==> src/rtl/flrm_pkg.sv <==
package flrm_pkg;

    localparam int unsigned PF_COUNT = 8;
    localparam int unsigned PF_NUM_W = $clog2(PF_COUNT);
    localparam int unsigned VF_NUM_W = 11;

    typedef logic [PF_NUM_W-1:0] pf_num_t;
    typedef logic [VF_NUM_W-1:0] vf_num_t;
    typedef logic [PF_COUNT-1:0] pf_vec_t;

    typedef struct packed {
        pf_num_t pf;
        vf_num_t vf;
    } vf_id_t;

    typedef struct packed {
        logic    is_vf;
        pf_num_t pf;
        vf_num_t vf;
    } fn_id_t;

    typedef enum logic [1:0] {
        ST_IDLE  = 2'd0,
        ST_DRAIN = 2'd1,
        ST_CPL   = 2'd2
    } seq_state_t;

    function automatic pf_num_t lowest_set(input pf_vec_t m);
        pf_num_t r;
        r = '0;
        for (int i = PF_COUNT - 1; i >= 0; i--) begin
            if (m[i]) r = pf_num_t'(i);
        end
        return r;
    endfunction

    function automatic pf_vec_t pf_onehot(input pf_num_t n);
        pf_vec_t o;
        o = '0;
        o[n] = 1'b1;
        return o;
    endfunction

endpackage

==> src/rtl/flrm_pf_track.sv <==
module flrm_pf_track
    import flrm_pkg::*;
(
    input  logic    clk,
    input  logic    rst,
    input  pf_vec_t req_i,
    input  pf_vec_t clr_i,
    output logic    any_o,
    output pf_num_t pick_o
);

    pf_vec_t pending_q;

    // A new pulse wins over a clear in the same cycle; repeats merge into the bit.
    always_ff @(posedge clk) begin
        if (rst) pending_q <= '0;
        else     pending_q <= (pending_q & ~clr_i) | req_i;
    end

    assign any_o  = |pending_q;
    assign pick_o = lowest_set(pending_q);

    assert_pf_capture_R2: assert property (@(posedge clk) disable iff (rst)
        (req_i != '0) |=> ((pending_q & $past(req_i)) == $past(req_i)));

    assert_pick_pending_R6: assert property (@(posedge clk) disable iff (rst)
        any_o |-> pending_q[pick_o]);

endmodule

==> src/rtl/flrm_vf_queue.sv <==
module flrm_vf_queue
    import flrm_pkg::*;
#(
    parameter int unsigned DEPTH = 8
) (
    input  logic   clk,
    input  logic   rst,
    input  logic   push_i,
    input  vf_id_t push_id_i,
    input  logic   pop_i,
    output logic   nonempty_o,
    output vf_id_t head_o,
    output logic   overflow_o
);

    localparam int unsigned PTR_W = (DEPTH > 1) ? $clog2(DEPTH) : 1;
    localparam int unsigned CNT_W = $clog2(DEPTH + 1);

    vf_id_t                mem_q [DEPTH];
    logic [DEPTH-1:0]      slot_vld_q;
    logic [PTR_W-1:0]      rd_ptr_q, wr_ptr_q;
    logic [CNT_W-1:0]      cnt_q;
    logic                  ovf_q;
    logic [DEPTH-1:0]      match;
    logic                  dup, full, accept, drop;

    // Duplicate search skips the head entry when it leaves in this cycle.
    for (genvar i = 0; i < DEPTH; i++) begin : g_match
        assign match[i] = slot_vld_q[i] && (mem_q[i] == push_id_i)
                          && !(pop_i && (rd_ptr_q == PTR_W'(i)));
    end

    assign dup    = |match;
    assign full   = (cnt_q == CNT_W'(DEPTH));
    assign accept = push_i && !dup && (!full || pop_i);
    assign drop   = push_i && !dup && full && !pop_i;

    function automatic logic [PTR_W-1:0] next_ptr(input logic [PTR_W-1:0] p);
        return (p == PTR_W'(DEPTH - 1)) ? '0 : p + 1'b1;
    endfunction

    always_ff @(posedge clk) begin
        if (rst) begin
            slot_vld_q <= '0;
            rd_ptr_q   <= '0;
            wr_ptr_q   <= '0;
            cnt_q      <= '0;
            ovf_q      <= 1'b0;
        end else begin
            if (pop_i) begin
                slot_vld_q[rd_ptr_q] <= 1'b0;
                rd_ptr_q             <= next_ptr(rd_ptr_q);
            end
            if (accept) begin
                mem_q[wr_ptr_q]      <= push_id_i;
                slot_vld_q[wr_ptr_q] <= 1'b1;
                wr_ptr_q             <= next_ptr(wr_ptr_q);
            end
            cnt_q <= cnt_q + CNT_W'(accept) - CNT_W'(pop_i);
            if (drop) ovf_q <= 1'b1;
        end
    end

    assign nonempty_o = (cnt_q != '0);
    assign head_o     = mem_q[rd_ptr_q];
    assign overflow_o = ovf_q;

    assert_no_overflow_R8: assert property (@(posedge clk) disable iff (rst)
        (push_i && !dup && full && !pop_i) |=> (overflow_o && cnt_q == CNT_W'(DEPTH)));

    assert_ovf_sticky_R8: assert property (@(posedge clk) disable iff (rst)
        overflow_o |=> overflow_o);

    assert_pop_nonempty_R8: assert property (@(posedge clk) disable iff (rst)
        pop_i |-> nonempty_o);

endmodule

==> src/rtl/flrm_seq.sv <==
module flrm_seq
    import flrm_pkg::*;
#(
    parameter int unsigned TIMEOUT_CYCLES = 64
) (
    input  logic    clk,
    input  logic    rst,
    input  logic    pf_any_i,
    input  pf_num_t pf_pick_i,
    input  logic    vf_nonempty_i,
    input  vf_id_t  vf_head_i,
    input  logic    drain_done_i,
    input  logic    cpl_ready_i,
    output pf_vec_t pf_clr_o,
    output logic    vf_pop_o,
    output logic    drain_req_o,
    output fn_id_t  drain_id_o,
    output pf_vec_t cpl_pf_o,
    output logic    cpl_vf_o,
    output pf_num_t cpl_pf_num_o,
    output vf_num_t cpl_vf_num_o,
    output logic    timeout_err_o
);

    localparam int unsigned TW = $clog2(TIMEOUT_CYCLES + 1);

    seq_state_t    state_q;
    fn_id_t        cur_q;
    logic [TW-1:0] cnt_q;
    logic          terr_q;
    logic          expired, fire;

    assign expired = (cnt_q == TW'(TIMEOUT_CYCLES - 1));
    assign fire    = (state_q == ST_CPL) && cpl_ready_i;

    // Grant: physical functions first, then the queue head.
    always_comb begin
        pf_clr_o = '0;
        vf_pop_o = 1'b0;
        if (state_q == ST_IDLE) begin
            if (pf_any_i)           pf_clr_o = pf_onehot(pf_pick_i);
            else if (vf_nonempty_i) vf_pop_o = 1'b1;
        end
    end

    always_ff @(posedge clk) begin
        if (rst) begin
            state_q <= ST_IDLE;
            cur_q   <= '0;
            cnt_q   <= '0;
            terr_q  <= 1'b0;
        end else begin
            unique case (state_q)
                ST_IDLE: begin
                    cnt_q <= '0;
                    if (pf_any_i) begin
                        cur_q   <= '{is_vf: 1'b0, pf: pf_pick_i, vf: '0};
                        state_q <= ST_DRAIN;
                    end else if (vf_nonempty_i) begin
                        cur_q   <= '{is_vf: 1'b1, pf: vf_head_i.pf, vf: vf_head_i.vf};
                        state_q <= ST_DRAIN;
                    end
                end
                ST_DRAIN: begin
                    if (drain_done_i) begin
                        state_q <= ST_CPL;
                    end else if (expired) begin
                        state_q <= ST_CPL;
                        terr_q  <= 1'b1;
                    end else begin
                        cnt_q <= cnt_q + 1'b1;
                    end
                end
                ST_CPL: begin
                    if (cpl_ready_i) state_q <= ST_IDLE;
                end
                default: state_q <= ST_IDLE;
            endcase
        end
    end

    assign drain_req_o   = (state_q == ST_DRAIN);
    assign drain_id_o    = cur_q;
    assign cpl_pf_o      = (fire && !cur_q.is_vf) ? pf_onehot(cur_q.pf) : '0;
    assign cpl_vf_o      = fire && cur_q.is_vf;
    assign cpl_pf_num_o  = cur_q.pf;
    assign cpl_vf_num_o  = cur_q.vf;
    assign timeout_err_o = terr_q;

    assert_one_cpl_R10: assert property (@(posedge clk) disable iff (rst)
        $onehot0({cpl_pf_o, cpl_vf_o}));

    assert_wait_drain_R4: assert property (@(posedge clk) disable iff (rst)
        (drain_req_o && !drain_done_i && !expired) |=> (drain_req_o && $stable(drain_id_o)));

    assert_hold_cpl_R5: assert property (@(posedge clk) disable iff (rst)
        (state_q == ST_CPL && !cpl_ready_i) |=>
            (state_q == ST_CPL && $stable(cpl_pf_num_o) && $stable(cpl_vf_num_o)));

    assert_pf_first_R6: assert property (@(posedge clk) disable iff (rst)
        (state_q == ST_IDLE && pf_any_i) |=> (drain_req_o && !drain_id_o.is_vf));

    assert_terr_sticky_R9: assert property (@(posedge clk) disable iff (rst)
        timeout_err_o |=> timeout_err_o);

endmodule

==> src/rtl/flr_cpl_mgr.sv <==
module flr_cpl_mgr
    import flrm_pkg::*;
#(
    parameter int unsigned VF_DEPTH       = 8,
    parameter int unsigned TIMEOUT_CYCLES = 64
) (
    input  logic                clk,
    input  logic                rst,
    input  logic [PF_COUNT-1:0] flr_pf_req_i,
    input  logic                flr_vf_req_i,
    input  logic [PF_NUM_W-1:0] flr_vf_pf_i,
    input  logic [VF_NUM_W-1:0] flr_vf_num_i,
    output logic                drain_req_o,
    output logic                drain_is_vf_o,
    output logic [PF_NUM_W-1:0] drain_pf_o,
    output logic [VF_NUM_W-1:0] drain_vf_o,
    input  logic                drain_done_i,
    input  logic                cpl_ready_i,
    output logic [PF_COUNT-1:0] cpl_pf_o,
    output logic                cpl_vf_o,
    output logic [PF_NUM_W-1:0] cpl_pf_num_o,
    output logic [VF_NUM_W-1:0] cpl_vf_num_o,
    output logic                overflow_err_o,
    output logic                timeout_err_o
);

    logic    pf_any, vf_nonempty, vf_pop;
    pf_num_t pf_pick;
    pf_vec_t pf_clr;
    vf_id_t  vf_head, vf_in;
    fn_id_t  drain_id;

    assign vf_in = '{pf: flr_vf_pf_i, vf: flr_vf_num_i};

    flrm_pf_track u_pf (
        .clk    (clk),
        .rst    (rst),
        .req_i  (flr_pf_req_i),
        .clr_i  (pf_clr),
        .any_o  (pf_any),
        .pick_o (pf_pick)
    );

    flrm_vf_queue #(.DEPTH(VF_DEPTH)) u_vfq (
        .clk        (clk),
        .rst        (rst),
        .push_i     (flr_vf_req_i),
        .push_id_i  (vf_in),
        .pop_i      (vf_pop),
        .nonempty_o (vf_nonempty),
        .head_o     (vf_head),
        .overflow_o (overflow_err_o)
    );

    flrm_seq #(.TIMEOUT_CYCLES(TIMEOUT_CYCLES)) u_seq (
        .clk           (clk),
        .rst           (rst),
        .pf_any_i      (pf_any),
        .pf_pick_i     (pf_pick),
        .vf_nonempty_i (vf_nonempty),
        .vf_head_i     (vf_head),
        .drain_done_i  (drain_done_i),
        .cpl_ready_i   (cpl_ready_i),
        .pf_clr_o      (pf_clr),
        .vf_pop_o      (vf_pop),
        .drain_req_o   (drain_req_o),
        .drain_id_o    (drain_id),
        .cpl_pf_o      (cpl_pf_o),
        .cpl_vf_o      (cpl_vf_o),
        .cpl_pf_num_o  (cpl_pf_num_o),
        .cpl_vf_num_o  (cpl_vf_num_o),
        .timeout_err_o (timeout_err_o)
    );

    assign drain_is_vf_o = drain_id.is_vf;
    assign drain_pf_o    = drain_id.pf;
    assign drain_vf_o    = drain_id.vf;

endmodule

==> config.mk <==
export PLATFORM = sky130hd
export DESIGN_NAME = flr_cpl_mgr
export DESIGN_NICKNAME = d
export VERILOG_FILES = /design/src/rtl/flrm_pkg.sv /design/src/rtl/flrm_pf_track.sv /design/src/rtl/flrm_vf_queue.sv /design/src/rtl/flrm_seq.sv /design/src/rtl/flr_cpl_mgr.sv
export SDC_FILE = /design/constraint.sdc
export NUM_CORES = 1
export LEC_CHECK = 0
export CAP_MARGIN = 10
export CORE_ASPECT_RATIO = 0.8
export CORE_UTILIZATION = 53
export CTS_BUF_LIST = sky130_fd_sc_hd__clkbuf_8 sky130_fd_sc_hd__clkbuf_16
export DETAILED_ROUTE_END_ITERATION = 10
export PLACE_DENSITY_LB_ADDON = 0.12
export SLEW_MARGIN = 20
export SYNTH_ARGS = -nofsm -noshare
export SYNTH_HDL_FRONTEND = slang
export SYNTH_SLANG_ARGS = --single-unit
==> constraint.sdc <==
create_clock -name clk -period 2.8 [get_ports clk]
set_input_delay 0.56 -clock clk [delete_from_list [all_inputs] [get_ports clk]]
set_output_delay 0.56 -clock clk [all_outputs]
set_load 0.05 [all_outputs]
After elaboration in Yosys (flattened, before gate mapping)

Memory sizes are Yosys's and may differ from the RTL's. A register that Yosys moved wholly into a read port is not among the register bits.
Index checks and enable logic that the tools add are counted.

Add/subtract/negate cells: 5
Order comparisons: 8
Equality and inequality tests: 25
Multiplexer cells: 43
Bitwise gates (word level): 7
Reduce and logical (&&, ||, !) cells: 59

Operators with widths:

| operator              | number |
|---|---|
| $eq A14 B14 Y1        | 8 |
| $mux W8               | 6 |
| $mux W3               | 12 |
| $logic_and A1 B1 Y1   | 35 |
| $mux W15              | 2 |
| $and A8 B8 Y8         | 2 |
| $lt A3 B4 Y1 const B  | 4 |
| $not A8 Y8            | 2 |
| $or A8 B8 Y8          | 2 |
| $reduce_or A8 Y1      | 2 |
| $eq A3 B3 Y1 const B  | 5 |
| $mux W7               | 2 |
| $pmux W7 S2           | 1 |
| $demux W1 S3          | 4 |
| $ge A3 B1 Y1 const B  | 4 |
| $logic_not A1 Y1      | 12 |
| $mux W1               | 10 |
| $mux W2               | 5 |
| $reduce_and A3 Y1     | 3 |
| $add A7 B1 Y7 const B | 1 |
| $eq A7 B6 Y1 const B  | 1 |
| $add A3 B1 Y3 const B | 2 |
| $eq A3 B2 Y1 const B  | 2 |
| $ne A2 B2 Y1 const B  | 3 |
| 16 further kinds      | 17 |

Flip-flop bits (word level): 52
Memory bits (writable): 112
Bits of input ports: 27
Output and inout bits: 41
Word-level logic and storage cells: 160
Memories: 1

Memories:

| memory      | words | width | rd ports | clocked after Yosys merged registers in | write ports | line                | text |
|---|---|---|---|---|---|---|---|
| u_vfq.mem_q | 8     | 14    | 9        | 1                                       | 1           | flrm_vf_queue.sv:19 | `vf_id_t mem_q [DEPTH];` |

Longest topological paths before layout

Word-level depth: 17
Depth in mapped cells: 16
Gate-level depth less buffers: 14

Hierarchy

Synthesis repeated with hierarchy kept, for this count alone.

Cell total of the unflattened synthesis: 664
Area, all modules: 8369.3 µm²

By module, submodules not included:

| module        | times used | cells each | area an instance (µm²) | sequential area each (µm²) |
|---|---|---|---|---|
| flrm_vf_queue | 1          | 455        | 6690.2                 | 3803.6 |
| flrm_seq      | 1          | 163        | 1335.0                 | 500.5 |
| flrm_pf_track | 1          | 46         | 344.1                  | 160.2 |

Least setup slack after synthesis

No wires, ideal clock.

Path kind: flip-flop to flip-flop
Start: register u_pf.pending_q[2]
End: register u_vfq.cnt_q[2]
Library setup time: 0.128 ns
Arrival: 2.876 ns
Required time: 2.672 ns
Path slack: -0.203 ns
Cell stages (with the launch flop): 13
Path buffers: 1
Clock period less this slack: 3.003 ns
Cell sequence: dfxtp_1 or4_4 nor4_4 nand2_1 a22oi_1 nand3_1 nor2_4 buf_4 ha_1 inv_1 fa_1 xor2_1 nor2_1

Cells in the longest elaborated chain, start to end: 12
Elaborated cells on any way between the ends: 34
Classes of those cells: 2 x add/sub; 2 x mux; 30 x reduce/logical

RTL lines:

| item                              | line                | text |
|---|---|---|
| start, declared                   | flrm_pf_track.sv:12 | `pf_vec_t pending_q;` |
| start signal, assigned            | flrm_pf_track.sv:17 | `else pending_q <= (pending_q & ~clr_i) \| req_i;` |
| $reduce_or A8 Y1 *                | flrm_pf_track.sv:20 | `assign any_o = \|pending_q;` |
| $mux W1 *                         | flrm_seq.sv:41      | `if (pf_any_i) pf_clr_o = pf_onehot(pf_pick_i);` |
| $mux W1 *                         | flrm_seq.sv:40      | `if (state_q == ST_IDLE) begin` |
| $logic_and A1 B1 Y1               | flrm_vf_queue.sv:30 | `&& !(pop_i && (rd_ptr_q == PTR_W'(i)));` |
| $logic_not A1 Y1                  | flrm_vf_queue.sv:30 |  |
| $logic_and A1 B1 Y1               | flrm_vf_queue.sv:30 |  |
| $reduce_or A8 Y1                  | flrm_vf_queue.sv:33 | `assign dup = \|match;` |
| $logic_not A1 Y1                  | flrm_vf_queue.sv:35 | `assign accept = push_i && !dup && (!full \|\| pop_i);` |
| $logic_and A1 B1 Y1 (2 in series) | flrm_vf_queue.sv:35 |  |
| $add A4 B1 Y4                     | flrm_vf_queue.sv:59 | `cnt_q <= cnt_q + CNT_W'(accept) - CNT_W'(pop_i);` |
| $sub A4 B1 Y4 *                   | flrm_vf_queue.sv:59 |  |
| end signal, assigned              | flrm_vf_queue.sv:59 |  |
| end, declared                     | flrm_vf_queue.sv:22 | `logic [CNT_W-1:0] cnt_q;` |

Every way passes the cells marked *; elsewhere a longest branch is shown, timed or not.
A chain may end at the register's enable or synchronous reset.

Final worst setup path

Start: register u_pf.pending_q[6]
End: register u_vfq.wr_ptr_q[1]

Cells in the longest elaborated chain, start to end: 10
Elaborated cells on any way between the ends: 32
Classes of those cells: 2 x mux; 30 x reduce/logical

RTL lines:

| item                  | line                | text |
|---|---|---|
| $reduce_or A8 Y1 *    | flrm_pf_track.sv:20 |  |
| $mux W1 *             | flrm_seq.sv:41      |  |
| $mux W1 *             | flrm_seq.sv:40      |  |
| $logic_and A1 B1 Y1   | flrm_vf_queue.sv:30 |  |
| $logic_not A1 Y1      | flrm_vf_queue.sv:30 |  |
| $logic_and A1 B1 Y1   | flrm_vf_queue.sv:30 |  |
| $reduce_or A8 Y1      | flrm_vf_queue.sv:33 |  |
| $logic_not A1 Y1      | flrm_vf_queue.sv:35 |  |
| $logic_and A1 B1 Y1   | flrm_vf_queue.sv:35 |  |
| $logic_and A1 B1 Y1 * | flrm_vf_queue.sv:35 |  |
| end signal, assigned  | flrm_vf_queue.sv:57 | `wr_ptr_q <= next_ptr(wr_ptr_q);` |
| end, declared         | flrm_vf_queue.sv:21 | `logic [PTR_W-1:0] rd_ptr_q, wr_ptr_q;` |

Marks and branches as above.

==> run_results.csv <==
group,metric,value,unit
logic_synthesis,synth_top_area_frac,0.405,
timing,rsz0062_at_grt,"yes",
place,dp_hpwl,15.2,mm
drt,drt-initial-drc-count,647,
power_and_ir_drop,p_leak,3.68,nW
logic_synthesis,synth_ff_type,"edfxtp_1",
critical_path,reg2reg_from,"u_pf.pending_q[6]$_SDFF_PP0_",
clock_network,cts_root_buffer,"clkbuf_16",
timing,hold_viol,0,
place,gp_congestion,0.895,
worst_hold_path,worstHoldStart,"rst",
clock_network,hold_buffers,0,
power_and_ir_drop,clock_power_share,0.380,
clock_network,clock-sinks,167,
logic_synthesis,synth-edff-count,112,
timing,finalMaxSlewViolations,0,
layout,layout_common_cells,"112 x edfxtp_1, 109 x xnor2_1, 75 x buf_4",
logic_synthesis,synth_area_per_cell,12.2,µm²
timing,fin_crit_sh,1.03,
power_and_ir_drop,internal-power,4.73,mW
drt,routed-via-count,6104,
power_and_ir_drop,p_comb_frac,0.182,
critical_path,crit_slowest_cell,"or4_4",
timing,setup_ws,-0.0862,ns
status,violations,"setup timing",
die,chipWidth,142,µm
timing,clock.fmax,346,MHz
global_routing,grt_pass1_wl,33.6,mm
clock_network,clock_path_buffers,2,
worst_hold_path,min_path_type,"input port to flip-flop",
layout,layout-drive-gt1-share,0.255,
clock_network,clk_pin_slew,0.06,ns
place,place_ws,-0.728,ns
critical_path,reg2reg_to,"u_vfq.wr_ptr_q[1]$_SDFFE_PP0N_",
die,fp.coreArea,15200,µm²
clock_network,cts_max_level,4,
critical_path,critPathCapture,"u_vfq.wr_ptr_q[1]$_SDFFE_PP0N_",
timing,final.setup_skew,0.00986,ns
layout,fin_nets,856,
logic_synthesis,synthesis.nets,722,
critical_path,crit_path_start,"u_pf.pending_q[6]$_SDFF_PP0_",
power_and_ir_drop,power_frac_seq,0.439,
critical_path,cp-start-kind,"flip-flop",
power_and_ir_drop,switching_share,0.265,
logic_synthesis,netlist_area,8310,µm²
global_routing,overflow,0,
global_routing,grt_start_max_net_pins,50,
power_and_ir_drop,ir_drop,0.464,mV
logic_synthesis,async_reset_ff_frac,0,
logic_synthesis,synth_seq_cells,167,
place,numPortBuffers,67,
logic_synthesis,syn_inst,679,
layout,final_common_cell,"edfxtp_1",
die,start_util,0.548,
logic_synthesis,synthDistinctLibCells,52,
critical_path,rr_worst_depth,10,
flow_run,max_cap_viol_count,0,
power_and_ir_drop,powerDensity,595,nW/µm²
drt,wl,21.8,mm
die,row_count,40,
power_and_ir_drop,power,6.43,mW
die,die_h,114,µm
die,pin_count,68,
critical_path,max_stage_delay,0.57,ns
power_and_ir_drop,p_switching,1.70,mW
timing,fin_crit,2.89,ns
clock_network,cts_tree,"built",
critical_path,r2r_setup_slack,-0.09,ns
critical_path,crit_top_cell,"buf_4",
critical_path,crit_chain,"or4_4 -> nor4_4 -> buf_4 -> nand2_4 -> a22oi_2 -> nand3_2 -> nor2_4 -> buf_6 -> buf_4 -> mux2_1",
logic_synthesis,seq_area_frac_synth,0.537,
critical_path,endpoint_kind,"flip-flop",
global_routing,antenna_found_initial,2,
global_routing,grtUsageTotal,0.286,
status,status,"complete, but fails checks",
timing,slew_headroom,0.253,
critical_path,crit_type,"flip-flop to flip-flop",
critical_path,path_max_fanout,21,
drt,ant_nets,0,
drt,wl_per_cell,21.0,µm
timing,tightest_slew,1.12,ns
global_routing,grt_pass1_vias,5891,
logic_synthesis,synth_warnings,0,
clock_network,clk_latency,0.43,ns
timing,setup_viol,117,
layout,syn_to_final_growth,30.0,%
critical_path,cp_data_arrival_time,3.20,ns
drt,dr.pass1.iters,5,
clock_network,numCtsBuffers,17,
die,die-area,16200,µm²
drt,vias_per_cell,5.89,
logic_synthesis,synth.area.top_cells,"edfxtp_1 40%, dfxtp_1 13%, xnor2_1 12%",
critical_path,cp.required,3.11,ns
drt,drc,0,
logic_synthesis,synth_top_cell_by_area,"edfxtp_1",
==> sequential cells by signal (all words and copies together), names as in the netlist, named ones only <==
register,cells
u_vfq.overflow_o,1
u_seq.state_q,2
u_vfq.mem_q,112
u_seq.cpl_pf_num_o,3
u_seq.drain_id_o,1
u_vfq.cnt_q,4
u_pf.pending_q,8
u_vfq.slot_vld_q,8
u_seq.timeout_err_o,1
u_seq.cnt_q,7
u_vfq.rd_ptr_q,3
u_vfq.wr_ptr_q,3
u_seq.cpl_vf_num_o,11
==> metal layers <==
layer  up-vias  part of all wire  GRT usage  routed length (µm)
met3        47             0.089     0.0630                1940
met5         -                 0          0                   0
met4         0             0.024      0.113                 526
met1      3004              0.44      0.402                9550
li1       2744                 -          -                   -
met2       309              0.45      0.433                9760
==> layout make-up <==
class | instances | area [µm²]
inverter | 23 | 91.3
antenna | 1 | 2.50
multi-input combinational | 450 | 3830
fill | 1050 | 4360
tap | 210 | 263
clock buffer | 17 | 425
clock inverter | 15 | 188
timing repair buffer | 154 | 1530
sequential | 167 | 4470
==> worst min-delay path by stage <==
stage / depth (start not counted) / to / slack, ns
3_3_place_gp: 2 / u_vfq.overflow_o$_SDFFE_PP0P_ / 0.44
5_1_grt: 2 / u_vfq.wr_ptr_q[0]$_SDFFE_PP0N_ / 0.38
6_report: 2 / u_vfq.wr_ptr_q[0]$_SDFFE_PP0N_ / 0.38
4_1_cts: 2 / u_vfq.wr_ptr_q[0]$_SDFFE_PP0N_ / 0.38
3_5_place_dp: 2 / u_vfq.overflow_o$_SDFFE_PP0P_ / 0.44
2_1_floorplan: 2 / u_seq.cnt_q[5]$_SDFFE_PP0P_ / 0.46
==> per-stage QoR <==
step	utilization	hold WS (ns)	cell area [µm²]	TNS, ns	std cells
6_report	0.712	0.377	10800	-7.44	1037
5_1_grt	0.712	0.383	10800	-16.37	1036
4_1_cts	0.705	0.376	10700	-0.0615	1036
3_5_place_dp	0.650	0.445	9860	-87.94	990
3_3_place_gp	0.650	0.438	9860	-87.41	990
2_1_floorplan	-	0.459	8370	-0.171	679
==> critical path, delay by kind of cell, from the launching register on <==
| family | cells | cell delay (ns) |
|---|---|---|
| flops | 1 | 0.32 |
| simple gates | 5 | 1.32 |
| compound gates | 1 | 0.18 |
| buf+inv | 3 | 0.62 |
| mux | 1 | 0.32 |
==> kinds of logic (layout without fill, tap and decap cells) <==
kind of cell | after synthesis | after routing | share of synthesized area
compound gates | 79 | 79 | 0.0575
xor+xnor | 114 | 114 | 0.120
fa+ha+maj | 16 | 16 | 0.0250
buf+inv | 70 | 209 | 0.0393
flops | 167 | 167 | 0.537
mux | 44 | 44 | 0.0953
other cells | 0 | 1 | 0
simple gates | 189 | 197 | 0.126
==> repair_timing <==
item | in CTS | in global routing
setup endpoints to repair | 121 | 120
pin swaps | 7 | 11
gates cloned | 8 | 0
gates resized for setup | 27 | 17
setup buffers | 6 | 4
==> power groups by stage <==
stage | combinational [mW] | clock [mW] | sequential, mW
2_1_floorplan | 0.612 | 0 | 2.90
3_3_place_gp | 1.06 | 0 | 2.86
3_5_place_dp | 1.07 | 0 | 2.87
4_1_cts | 1.13 | 2.45 | 2.82
5_1_grt | 1.25 | 2.55 | 2.83
6_report | 1.17 | 2.44 | 2.82
==> cell usage after synthesis, types with 2 or more instances <==
| cell | n |
|---|---|
| o21ai_1 | 3 |
| nand2b_1 | 13 |
| mux2i_1 | 15 |
| nand2_1 | 14 |
| a21oi_1 | 43 |
| nor4_1 | 8 |
| a22oi_1 | 4 |
| or4_4 | 2 |
| or3_1 | 6 |
| nor2_1 | 66 |
| nor3_1 | 5 |
| nand3_1 | 13 |
| nor3b_1 | 3 |
| buf_1 | 6 |
| inv_1 | 22 |
| nand3_2 | 2 |
| dfxtp_1 | 55 |
| buf_2 | 2 |
| a31o_1 | 8 |
| nand3b_1 | 5 |
| edfxtp_1 | 112 |
| o21ai_0 | 8 |
| mux4_2 | 28 |
| nand4_1 | 24 |
| ha_1 | 15 |
| and3_1 | 10 |
| buf_4 | 15 |
| nor4_4 | 3 |
| clkbuf_1 | 24 |
| a211oi_1 | 3 |
| a311oi_1 | 2 |
| nor2b_1 | 8 |
| xnor2_1 | 113 |
Note: power is estimated with default switching activity, not from simulation.
